[src/rtl/strip_cluster_encoder.sv]
module strip_cluster_encoder #(
  parameter int N_STRIPS = 64,
  parameter int MAX_CL   = 8,
  parameter int LIM_W    = 3,
  parameter int BX_W     = 12
) (
  input  logic                       clk,
  input  logic                       rst_n,
  input  logic [N_STRIPS-1:0]        hits_i,
  input  logic [LIM_W-1:0]           width_limit_i,
  input  logic [BX_W-1:0]            bx_i,
  output logic [MAX_CL-1:0]          cl_valid_o,
  output logic [MAX_CL*(($clog2(N_STRIPS))+1)-1:0] cl_addr_o,
  output logic                       overflow_o,
  output logic [BX_W-1:0]            bx_o
);

  localparam int IDX_W  = $clog2(N_STRIPS);
  localparam int ADDR_W = IDX_W + 1;
  localparam int CNT_W  = IDX_W + 1;
  localparam int WIN    = 1 << LIM_W;

  logic [N_STRIPS-1:0]     start;
  logic [N_STRIPS-1:0]     accept;
  logic [N_STRIPS+WIN-1:0] hpad;
  logic [IDX_W-1:0]        last_idx [N_STRIPS];
  logic [LIM_W:0]          sat_w    [N_STRIPS];

  logic [MAX_CL-1:0]        nxt_valid;
  logic [MAX_CL*ADDR_W-1:0] nxt_addr;
  logic                     nxt_ovf;
  logic [CNT_W-1:0]         cnt;

  assign hpad  = {{WIN{1'b0}}, hits_i};
  assign start = hits_i & ~(hits_i << 1);

  assign last_idx[N_STRIPS-1] = IDX_W'(N_STRIPS-1);

  for (genvar i = 0; i < N_STRIPS; i++) begin : g_strip
    if (i < N_STRIPS-1) begin : g_chain
      assign last_idx[i] = hits_i[i+1] ? last_idx[i+1] : IDX_W'(i);
    end

    always_comb begin
      logic run;
      run      = 1'b1;
      sat_w[i] = '0;
      for (int j = 0; j < WIN; j++) begin
        if (run && hpad[i+j]) sat_w[i] = sat_w[i] + (LIM_W+1)'(1);
        else                  run      = 1'b0;
      end
    end

    assign accept[i] = start[i] &&
                       ((width_limit_i == '0) || (sat_w[i] <= {1'b0, width_limit_i}));
  end

  always_comb begin
    nxt_valid = '0;
    nxt_addr  = '0;
    cnt       = '0;
    for (int i = 0; i < N_STRIPS; i++) begin
      if (accept[i]) begin
        for (int k = 0; k < MAX_CL; k++) begin
          if (cnt == CNT_W'(k)) begin
            nxt_valid[k]                  = 1'b1;
            nxt_addr[k*ADDR_W +: ADDR_W]  = ADDR_W'(i) + ADDR_W'(last_idx[i]);
          end
        end
        cnt = cnt + CNT_W'(1);
      end
    end
    nxt_ovf = (cnt > CNT_W'(MAX_CL));
  end

  always_ff @(posedge clk) begin
    if (!rst_n) begin
      cl_valid_o <= '0;
      cl_addr_o  <= '0;
      overflow_o <= 1'b0;
      bx_o       <= '0;
    end else begin
      cl_valid_o <= nxt_valid;
      cl_addr_o  <= nxt_addr;
      overflow_o <= nxt_ovf;
      bx_o       <= bx_i;
    end
  end

  logic armed;
  always_ff @(posedge clk) begin
    if (!rst_n) armed <= 1'b0;
    else        armed <= 1'b1;
  end

  assert_empty_in_R1: assert property (@(posedge clk) disable iff (!rst_n)
    (armed && $past(hits_i) == '0) |-> (cl_valid_o == '0 && !overflow_o));

  assert_valid_packed_R6: assert property (@(posedge clk) disable iff (!rst_n)
    ((cl_valid_o + MAX_CL'(1)) & cl_valid_o) == '0);

  assert_ovf_full_R7: assert property (@(posedge clk) disable iff (!rst_n)
    overflow_o |-> (&cl_valid_o));

  assert_bx_align_R8: assert property (@(posedge clk) disable iff (!rst_n)
    armed |-> (bx_o == $past(bx_i)));

  assert_lim1_even_R4: assert property (@(posedge clk) disable iff (!rst_n)
    (armed && $past(width_limit_i) == LIM_W'(1)) |-> (cl_valid_o[0] -> !cl_addr_o[0]));

  for (genvar k = 1; k < MAX_CL; k++) begin : g_order
    assert_ascending_R6: assert property (@(posedge clk) disable iff (!rst_n)
      cl_valid_o[k] |-> (cl_addr_o[k*ADDR_W +: ADDR_W] > cl_addr_o[(k-1)*ADDR_W +: ADDR_W]));
  end

endmodule

[config.mk]
export PLATFORM = sky130hd
export DESIGN_NAME = strip_cluster_encoder
export DESIGN_NICKNAME = d
export VERILOG_FILES = /design/src/rtl/strip_cluster_encoder.sv
export SDC_FILE = /design/constraint.sdc
export NUM_CORES = 2
export LEC_CHECK = 0
export ABC_AREA = 1
export CAP_MARGIN = 20
export CORE_ASPECT_RATIO = 1.2
export CORE_UTILIZATION = 25
export DETAILED_ROUTE_END_ITERATION = 12
export HOLD_SLACK_MARGIN = 0.05
export PLACE_DENSITY_LB_ADDON = 0.25
export SETUP_SLACK_MARGIN = 0.15
export SYNTH_ARGS = -nofsm -noshare
export SYNTH_HDL_FRONTEND = slang
export SYNTH_SLANG_ARGS = --single-unit
[constraint.sdc]
create_clock -name clk -period 50.3 [get_ports clk]
set_clock_uncertainty 0.1 [all_clocks]
set_input_delay 7.545 -clock clk [delete_from_list [all_inputs] [get_ports clk]]
set_output_delay 7.545 -clock clk [all_outputs]
set_load 0.02 [all_outputs]
=== After elaboration in Yosys (flattened, before gate mapping) ===
Index checks and enable logic that the tools add are counted.

* Word-level logic and storage cells: 3,836
* Output and inout port bits: 77
* Bits of input ports: 81
* Flip-flop bits (word level): 77

* Equality and inequality tests: 441
* Multiplexer cells: 2,167
* $add $sub $neg: 545
* Reductions and logical operators: 612
* Order comparisons: 65
* Bitwise operators: 2

{| class="wikitable"
|+ Operators by type and width
! kind !! count
|-
| two-way mux 7 bit || 567
|-
| two-way mux 56 bit || 63
|-
| equality test 7 x 3 -> 1 bit (second input constant) || 252
|-
| adder 4 x 1 -> 4 bit (second input constant) || 419
|-
| two-way mux 4 bit || 419
|-
| two-way mux 1 bit || 991
|-
| equality test 7 x 2 -> 1 bit (second input constant) || 126
|-
| two-way mux 8 bit || 63
|-
| logical AND 1 bit || 484
|-
| adder 7 x 1 -> 7 bit (second input constant) || 63
|-
| equality test 7 x 1 -> 1 bit (second input constant) || 63
|-
| logical NOT 7 bit || 63
|-
| two-way mux 6 bit || 63
|-
| less-or-equal comparator 4 x 3 -> 1 bit || 64
|-
| adder 6 x 6 -> 7 bit (first input constant) || 31
|-
| adder 5 x 6 -> 7 bit (first input constant) || 16
|-
| AND 64 bit || 1
|-
| logical OR 1 bit || 64
|-
| inverter 64 bit || 1
|-
| adder 4 x 6 -> 7 bit (first input constant) || 8
|-
| adder 3 x 6 -> 7 bit (first input constant) || 4
|-
| adder 2 x 6 -> 7 bit (first input constant) || 2
|-
| adder 1 x 6 -> 7 bit (first input constant) || 1
|-
| greater-than comparator 7 x 4 -> 1 bit (second input constant) || 1
|-
| 3 further kinds || 3
|}

=== Logic depth before layout (Yosys ltp) ===
* Depth in word-level cells: 190
* Mapped depth: 234

=== Worst setup path after synthesis ===
No wires, ideal clock.

* Kind: input to register
* Start point: input port hits_i[2]
* End point: register overflow_o
* Arrival: 45.338 ns
* Stages: 226
* Path slack: 4.731 ns
* Path through: buf_4 > nand2_1 > inv_1 > ha_1 > nor2_1 > nor2_1 > ha_1 > nand2_1 > nand2_1 > ha_1 > nor2_1 > a31oi_1 > ha_1 > mux2_2 > ha_1 > nand2_1 > nand2_1 > ha_1 > [190 not listed] > ha_1 > inv_1 > o21ai_0 > inv_1 > ha_1 > o21ai_0 > inv_1 > ha_1 > or2_2 > a21boi_0 > ha_1 > nor3_1 > o21ai_0 > nand3_1 > nand2_1 > o21bai_1 > nor2_1 > nor2_1

* Cells in the longest elaborated chain, start to end: 143
* Elaborated cells on any way between the ends: 217
* Classes of those cells: add/sub (81); order compare (4); mux (103); bitwise (2); reduce/logical (27)

{| class="wikitable"
|+ RTL lines
! item !! line !! RTL
|-
| start, declared || 9 || <nowiki>input logic [N_STRIPS-1:0] hits_i,</nowiki>
|-
| logical AND 1 bit || 49 || <nowiki>if (run && hpad[i+j]) sat_w[i] = sat_w[i] + (LIM_W+1)'(1);</nowiki>
|-
| two-way mux 4 bit / two-way mux 1 bit (equally long branches) || 49 ||
|-
| adder 4 x 1 -> 4 bit / logical AND 1 bit (equally long branches) || 49 ||
|-
| two-way mux 4 bit / two-way mux 1 bit (equally long branches) || 49 ||
|-
| adder 4 x 1 -> 4 bit / logical AND 1 bit (equally long branches) || 49 ||
|-
| two-way mux 4 bit / two-way mux 1 bit (equally long branches) || 49 ||
|-
| adder 4 x 1 -> 4 bit / logical AND 1 bit (equally long branches) || 49 ||
|-
| two-way mux 4 bit / two-way mux 1 bit (equally long branches) || 49 ||
|-
| [127 not listed] || - ||
|-
| two-way mux 7 bit * || 63 || <nowiki>if (accept[i]) begin</nowiki>
|-
| adder 7 x 1 -> 7 bit || 70 || <nowiki>cnt = cnt + CNT_W'(1);</nowiki>
|-
| two-way mux 7 bit * || 63 ||
|-
| adder 7 x 1 -> 7 bit || 70 ||
|-
| two-way mux 7 bit * || 63 ||
|-
| adder 7 x 1 -> 7 bit || 70 ||
|-
| two-way mux 7 bit * || 63 ||
|-
| greater-than comparator 7 x 4 -> 1 bit * || 73 || <nowiki>nxt_ovf = (cnt > CNT_W'(MAX_CL));</nowiki>
|-
| end signal, assigned || 85 || <nowiki>overflow_o <= nxt_ovf;</nowiki>
|-
| end, declared || 14 || <nowiki>output logic overflow_o,</nowiki>
|}

Every way passes the cells marked *; elsewhere a longest branch is shown, timed or not.
A chain may end at the register's enable or synchronous reset.

=== Worst setup path after layout ===
* Start point: input port hits_i[0]
* End point: register cl_addr_o[35]

* Cells in the longest elaborated chain, start to end: 146
* Elaborated cells on any way between the ends: 349
* Classes of those cells: add/sub (69); order compare (1); eq/ne (63); mux (204); bitwise (2); reduce/logical (10)

{| class="wikitable"
|+ RTL lines
! item !! line !! RTL
|-
| two-way mux 1 bit || 49 ||
|-
| adder 1 x 1 -> 2 bit / logical AND 1 bit (equally long branches) || 49 ||
|-
| two-way mux 2 bit / two-way mux 1 bit (equally long branches) || 49 ||
|-
| adder 4 x 1 -> 4 bit / logical AND 1 bit (equally long branches) || 49 ||
|-
| two-way mux 4 bit / two-way mux 1 bit (equally long branches) || 49 ||
|-
| adder 4 x 1 -> 4 bit / logical AND 1 bit (equally long branches) || 49 ||
|-
| two-way mux 4 bit / two-way mux 1 bit (equally long branches) || 49 ||
|-
| adder 4 x 1 -> 4 bit / logical AND 1 bit (equally long branches) || 49 ||
|-
| [130 not listed] || - ||
|-
| two-way mux 7 bit, on equally long branches || 63, 65 ||
|-
| adder 7 x 1 -> 7 bit (tied with other cells) || 70 ||
|-
| two-way mux 7 bit, on equally long branches || 63, 65 ||
|-
| adder 7 x 1 -> 7 bit (tied with other cells) || 70 ||
|-
| two-way mux 7 bit, on equally long branches || 63, 65 ||
|-
| equality test 7 x 3 -> 1 bit / two-way mux 56 bit (equally long branches) || 65, 63 ||
|-
| two-way mux 7 bit || 65 || <nowiki>if (cnt == CNT_W'(k)) begin</nowiki>
|-
| two-way mux 56 bit * || 63 ||
|-
| end signal, assigned || 84 || <nowiki>cl_addr_o <= nxt_addr;</nowiki>
|-
| end, declared || 13 || <nowiki>output logic [MAX_CL*(($clog2(N_STRIPS))+1)-1:0] cl_addr_o,</nowiki>
|}

Marks and branches as above.

==> impl_metrics.py <==
metrics = {
    "outcome": {
        "status": "completed",
    },
    "synth": {
        "syn_area_sq_mm": 0.07876,
        "synth_ff_type": "dfxtp_1",
        "synth_commonest_cells": "nand2_1 (3466), inv_1 (2511), nor2_1 (1581)",
        "synth_edf_count": 0,
        "ys_ff_latch": 77,
        "yosysMostFrequentCell": "nand2_1",
        "syn_avg_cell_area_sq_um": 5.335,
        "synth.yosys.seq_area_share": 0.01957,
        "synthArstFlopShare": 0,
        "syn-num-nets": 15658,
        "synth_top_area_frac": 0.1652,
        "netlist_instances": 14763,
        "yosysTopAreaCell": "nand2_1",
        "synth_warnings": 0,
        "synth_area_leaders": "nand2_1 (17%), ha_1 (13%), inv_1 (12%), nand3_1 (8.9%), nor2_1 (7.5%)",
        "synth.distinct_cells": 95,
    },
    "die": {
        "start_util": 0.2514,
        "num_io_pins": 158,
        "die-area_sq_mm": 0.3173,
        "rows": 225,
        "die_w_um": 514.4,
        "fp.dieH_um": 616.9,
        "fp.coreArea_sq_mm": 0.3133,
    },
    "clock_network": {
        "cts-root-buf": "clkbuf_16",
        "cts_tree": "built",
        "clk_pin_slew_worst_paths_ns": 0.06,
        "htreeDepth": 3,
        "clk_path_buf_depth": 2,
        "numCtsBuffers": 9,
        "clock-sinks": 77,
        "cts_hold_buf": 0,
    },
    "detailed_routing": {
        "vias": 99214,
        "dr.pass1.iters": 7,
        "ant_nets": 0,
        "viasPerCell": 5.203,
        "drc_errors": 0,
        "wl_um": 395000,
        "wl_per_cell_um": 20.72,
        "drt_iter0_markers": 9950,
    },
    "grt": {
        "track_usage": 0.2371,
        "first_global_vias": 91349,
        "grt_overflow": 0,
        "antenna_found_initial": 26,
        "grt_pass1_wl_um": 579900,
        "grt_start_max_net_pins": 48,
    },
    "sta": {
        "period_needed_ns": 47.56,
        "relSlewSlack": 0.1842,
        "hold_viol": 0,
        "post-route-period-util": 0.9454,
        "setup-violations-final": 0,
        "rsz0062_at_grt": "false",
        "achievable-frequency_mhz": 21.03,
        "holdWs_ns": 7.639,
        "fin_tns_setup_ns": 0,
        "tightest_slew_ns": 1.219,
        "drv_slew": 0,
    },
    "setup_path": {
        "path_max_fanout": 8,
        "cp.arrival_ns": 47.69,
        "critPathRequiredTime_ns": 50.44,
        "cpMostUsedCell": "ha_1",
        "critical_path.slowest_cell": "fa_1",
        "critPathCaptureType": "register",
        "crit_path_max_incr_delay_ns": 0.45,
        "startpoint_type": "input port",
        "critical_path_class": "in -> reg",
    },
    "pwr": {
        "clock_power_share": 0.014,
        "seqPwrFrac": 0.021,
        "powerDensity_mw_per_mm2": 57.22,
        "cellLeakagePower_nw": 43.21,
        "p_int_mw": 1.525,
        "switching_power_mw": 3.374,
        "ir_drop_mv": 0.05347,
        "pwr-share-comb": 0.965,
        "switching_share": 0.6888,
    },
    "worst_hold_path": {
        "hold_start": "bx_i[5]",
        "worstHoldPathType": "in -> reg",
        "hold_depth": 3,
        "hold_path_end": "bx_o[5]$_SDFF_PN0_",
    },
    "place": {
        "gp_congestion": 1.051,
        "portBuffers": 157,
        "dp_hpwl_um": 336400,
    },
    "cells_and_area": {
        "synthToLayoutAreaGrowth_pct": 8.707,
        "fin_nets": 15745,
        "drive_gt1_frac": 0.07405,
    },
    "job": {
        "timing.max_cap.violations": 0,
    },
}
what timing repair did:
item                       in CTS  in global routing
setup endpoints to repair       0                 65
resized for setup               0                 33
buffers inserted                0                  6
how the worst max path moves through the flow:
stage                          endpoint      start  depth (start not counted)
2_1_floorplan     overflow_o$_SDFF_PN0_  hits_i[2]                        226
3_3_place_gp    cl_addr_o[6]$_SDFF_PN0_  hits_i[2]                        227
3_5_place_dp   cl_addr_o[34]$_SDFF_PN0_  hits_i[0]                        230
4_1_cts        cl_addr_o[34]$_SDFF_PN0_  hits_i[0]                        230
5_1_grt           overflow_o$_SDFF_PN0_  hits_i[0]                        227
6_report       cl_addr_o[35]$_SDFF_PN0_  hits_i[0]                        228
layout make-up:
cell class / instances / area, sq um
Antenna cell: 14 / 35.03
Clock buffer: 11 / 232.7
Clock inverter: 5 / 60.06
Fill cell: 36682 / 227700
Inverter: 2660 / 10020
Multi-Input combinational cell: 11796 / 65760
Sequential cell: 77 / 1541
Tap cell: 4199 / 5254
Timing Repair Buffer: 306 / 2719
cells by family (layout without fill, tap and decap cells):
family,after synthesis,in the layout,share of synthesized area
AOI/OAI and AO/OA,3021,3021,0.2266
muxes,41,41,0.005846
xor gates and xnor gates,314,314,0.03520
other,1,15,0.00004761
DFF,77,77,0.01957
adders and majority gates,814,814,0.1294
and+or+nand+nor,7605,7605,0.4365
buffers and inverters,2890,2982,0.1468
per-layer routing:
layer  vias up  share of wire  GRT usage
met5         -        0.00030          0
li1      48981              -          -
met1     45024           0.41     0.2936
met4        22          0.074     0.1469
met2      4136           0.44     0.3903
met3      1051          0.069    0.02685
worst max-delay path, delay by kind of cell:
kind / cells / cell delay, ns
multiplexers: 2 / 0.58
buffers and inverters: 21 / 2.07
AND/OR/NAND/NOR: 123 / 17.21
AO/OA/AOI/OAI: 12 / 1.81
XOR/XNOR: 1 / 0.11
adder cells (fa/ha/maj): 69 / 18.30
per-stage QoR:
stage | util | power, mW | area [sq um] | std cells | setup WS, ns
finish | 0.2733 | 4.899 | 85620 | 19068 | 2.745
CTS | 0.2726 | 4.739 | 85430 | 19044 | 0.9705
global route | 0.2732 | 5.304 | 85590 | 19057 | 0.1028
floorplan | - | 3.154 | 78760 | 14763 | 4.731
global placement | 0.2717 | 4.652 | 85140 | 19028 | 1.128
detailed placement | 0.2717 | 4.659 | 85140 | 19028 | 0.6625
power groups by stage:
stage / clock network (mW) / logic, mW / registers (mW)
final: 0.0664 / 4.73 / 0.105
after detailed placement: 0 / 4.55 / 0.106
after global routing: 0.0699 / 5.13 / 0.105
after floorplan: 0 / 3.04 / 0.115
after CTS: 0.0674 / 4.57 / 0.105
after global placement: 0 / 4.54 / 0.107
state kept, by name, indices dropped and copies added (netlist names):
signal / count
cl_valid_o: 8
overflow_o: 1
bx_o: 12
cl_addr_o: 56
cells in the final DEF, fill, tap and decap left out, types with 14 or more instances in the layout:
master	n
o21ai_1	33
mux2_2	40
inv_1	2506
nor2_2	51
o21a_1	15
nand2_2	375
ha_1	813
clkinv_1	60
o211ai_1	624
nand2_4	69
o221ai_1	78
buf_4	145
inv_2	81
or2_2	47
o21bai_1	25
nor2_1	1578
a21oi_1	776
nor3_1	123
dfxtp_1	77
o21ai_0	1143
nand3_2	138
diode_2	14
nor2_4	22
a221oi_1	27
xnor2_1	148
nand3_1	1403
nand3_4	14
xor2_1	163
nor4_1	57
nand2_1	3452
a211oi_1	38
a31oi_1	123
a21oi_2	36
clkdlybuf4s50_1	151
nand3b_1	26
nand4_1	185
o22ai_1	32
No activity file was read; power rests on OpenSTA's default activity.
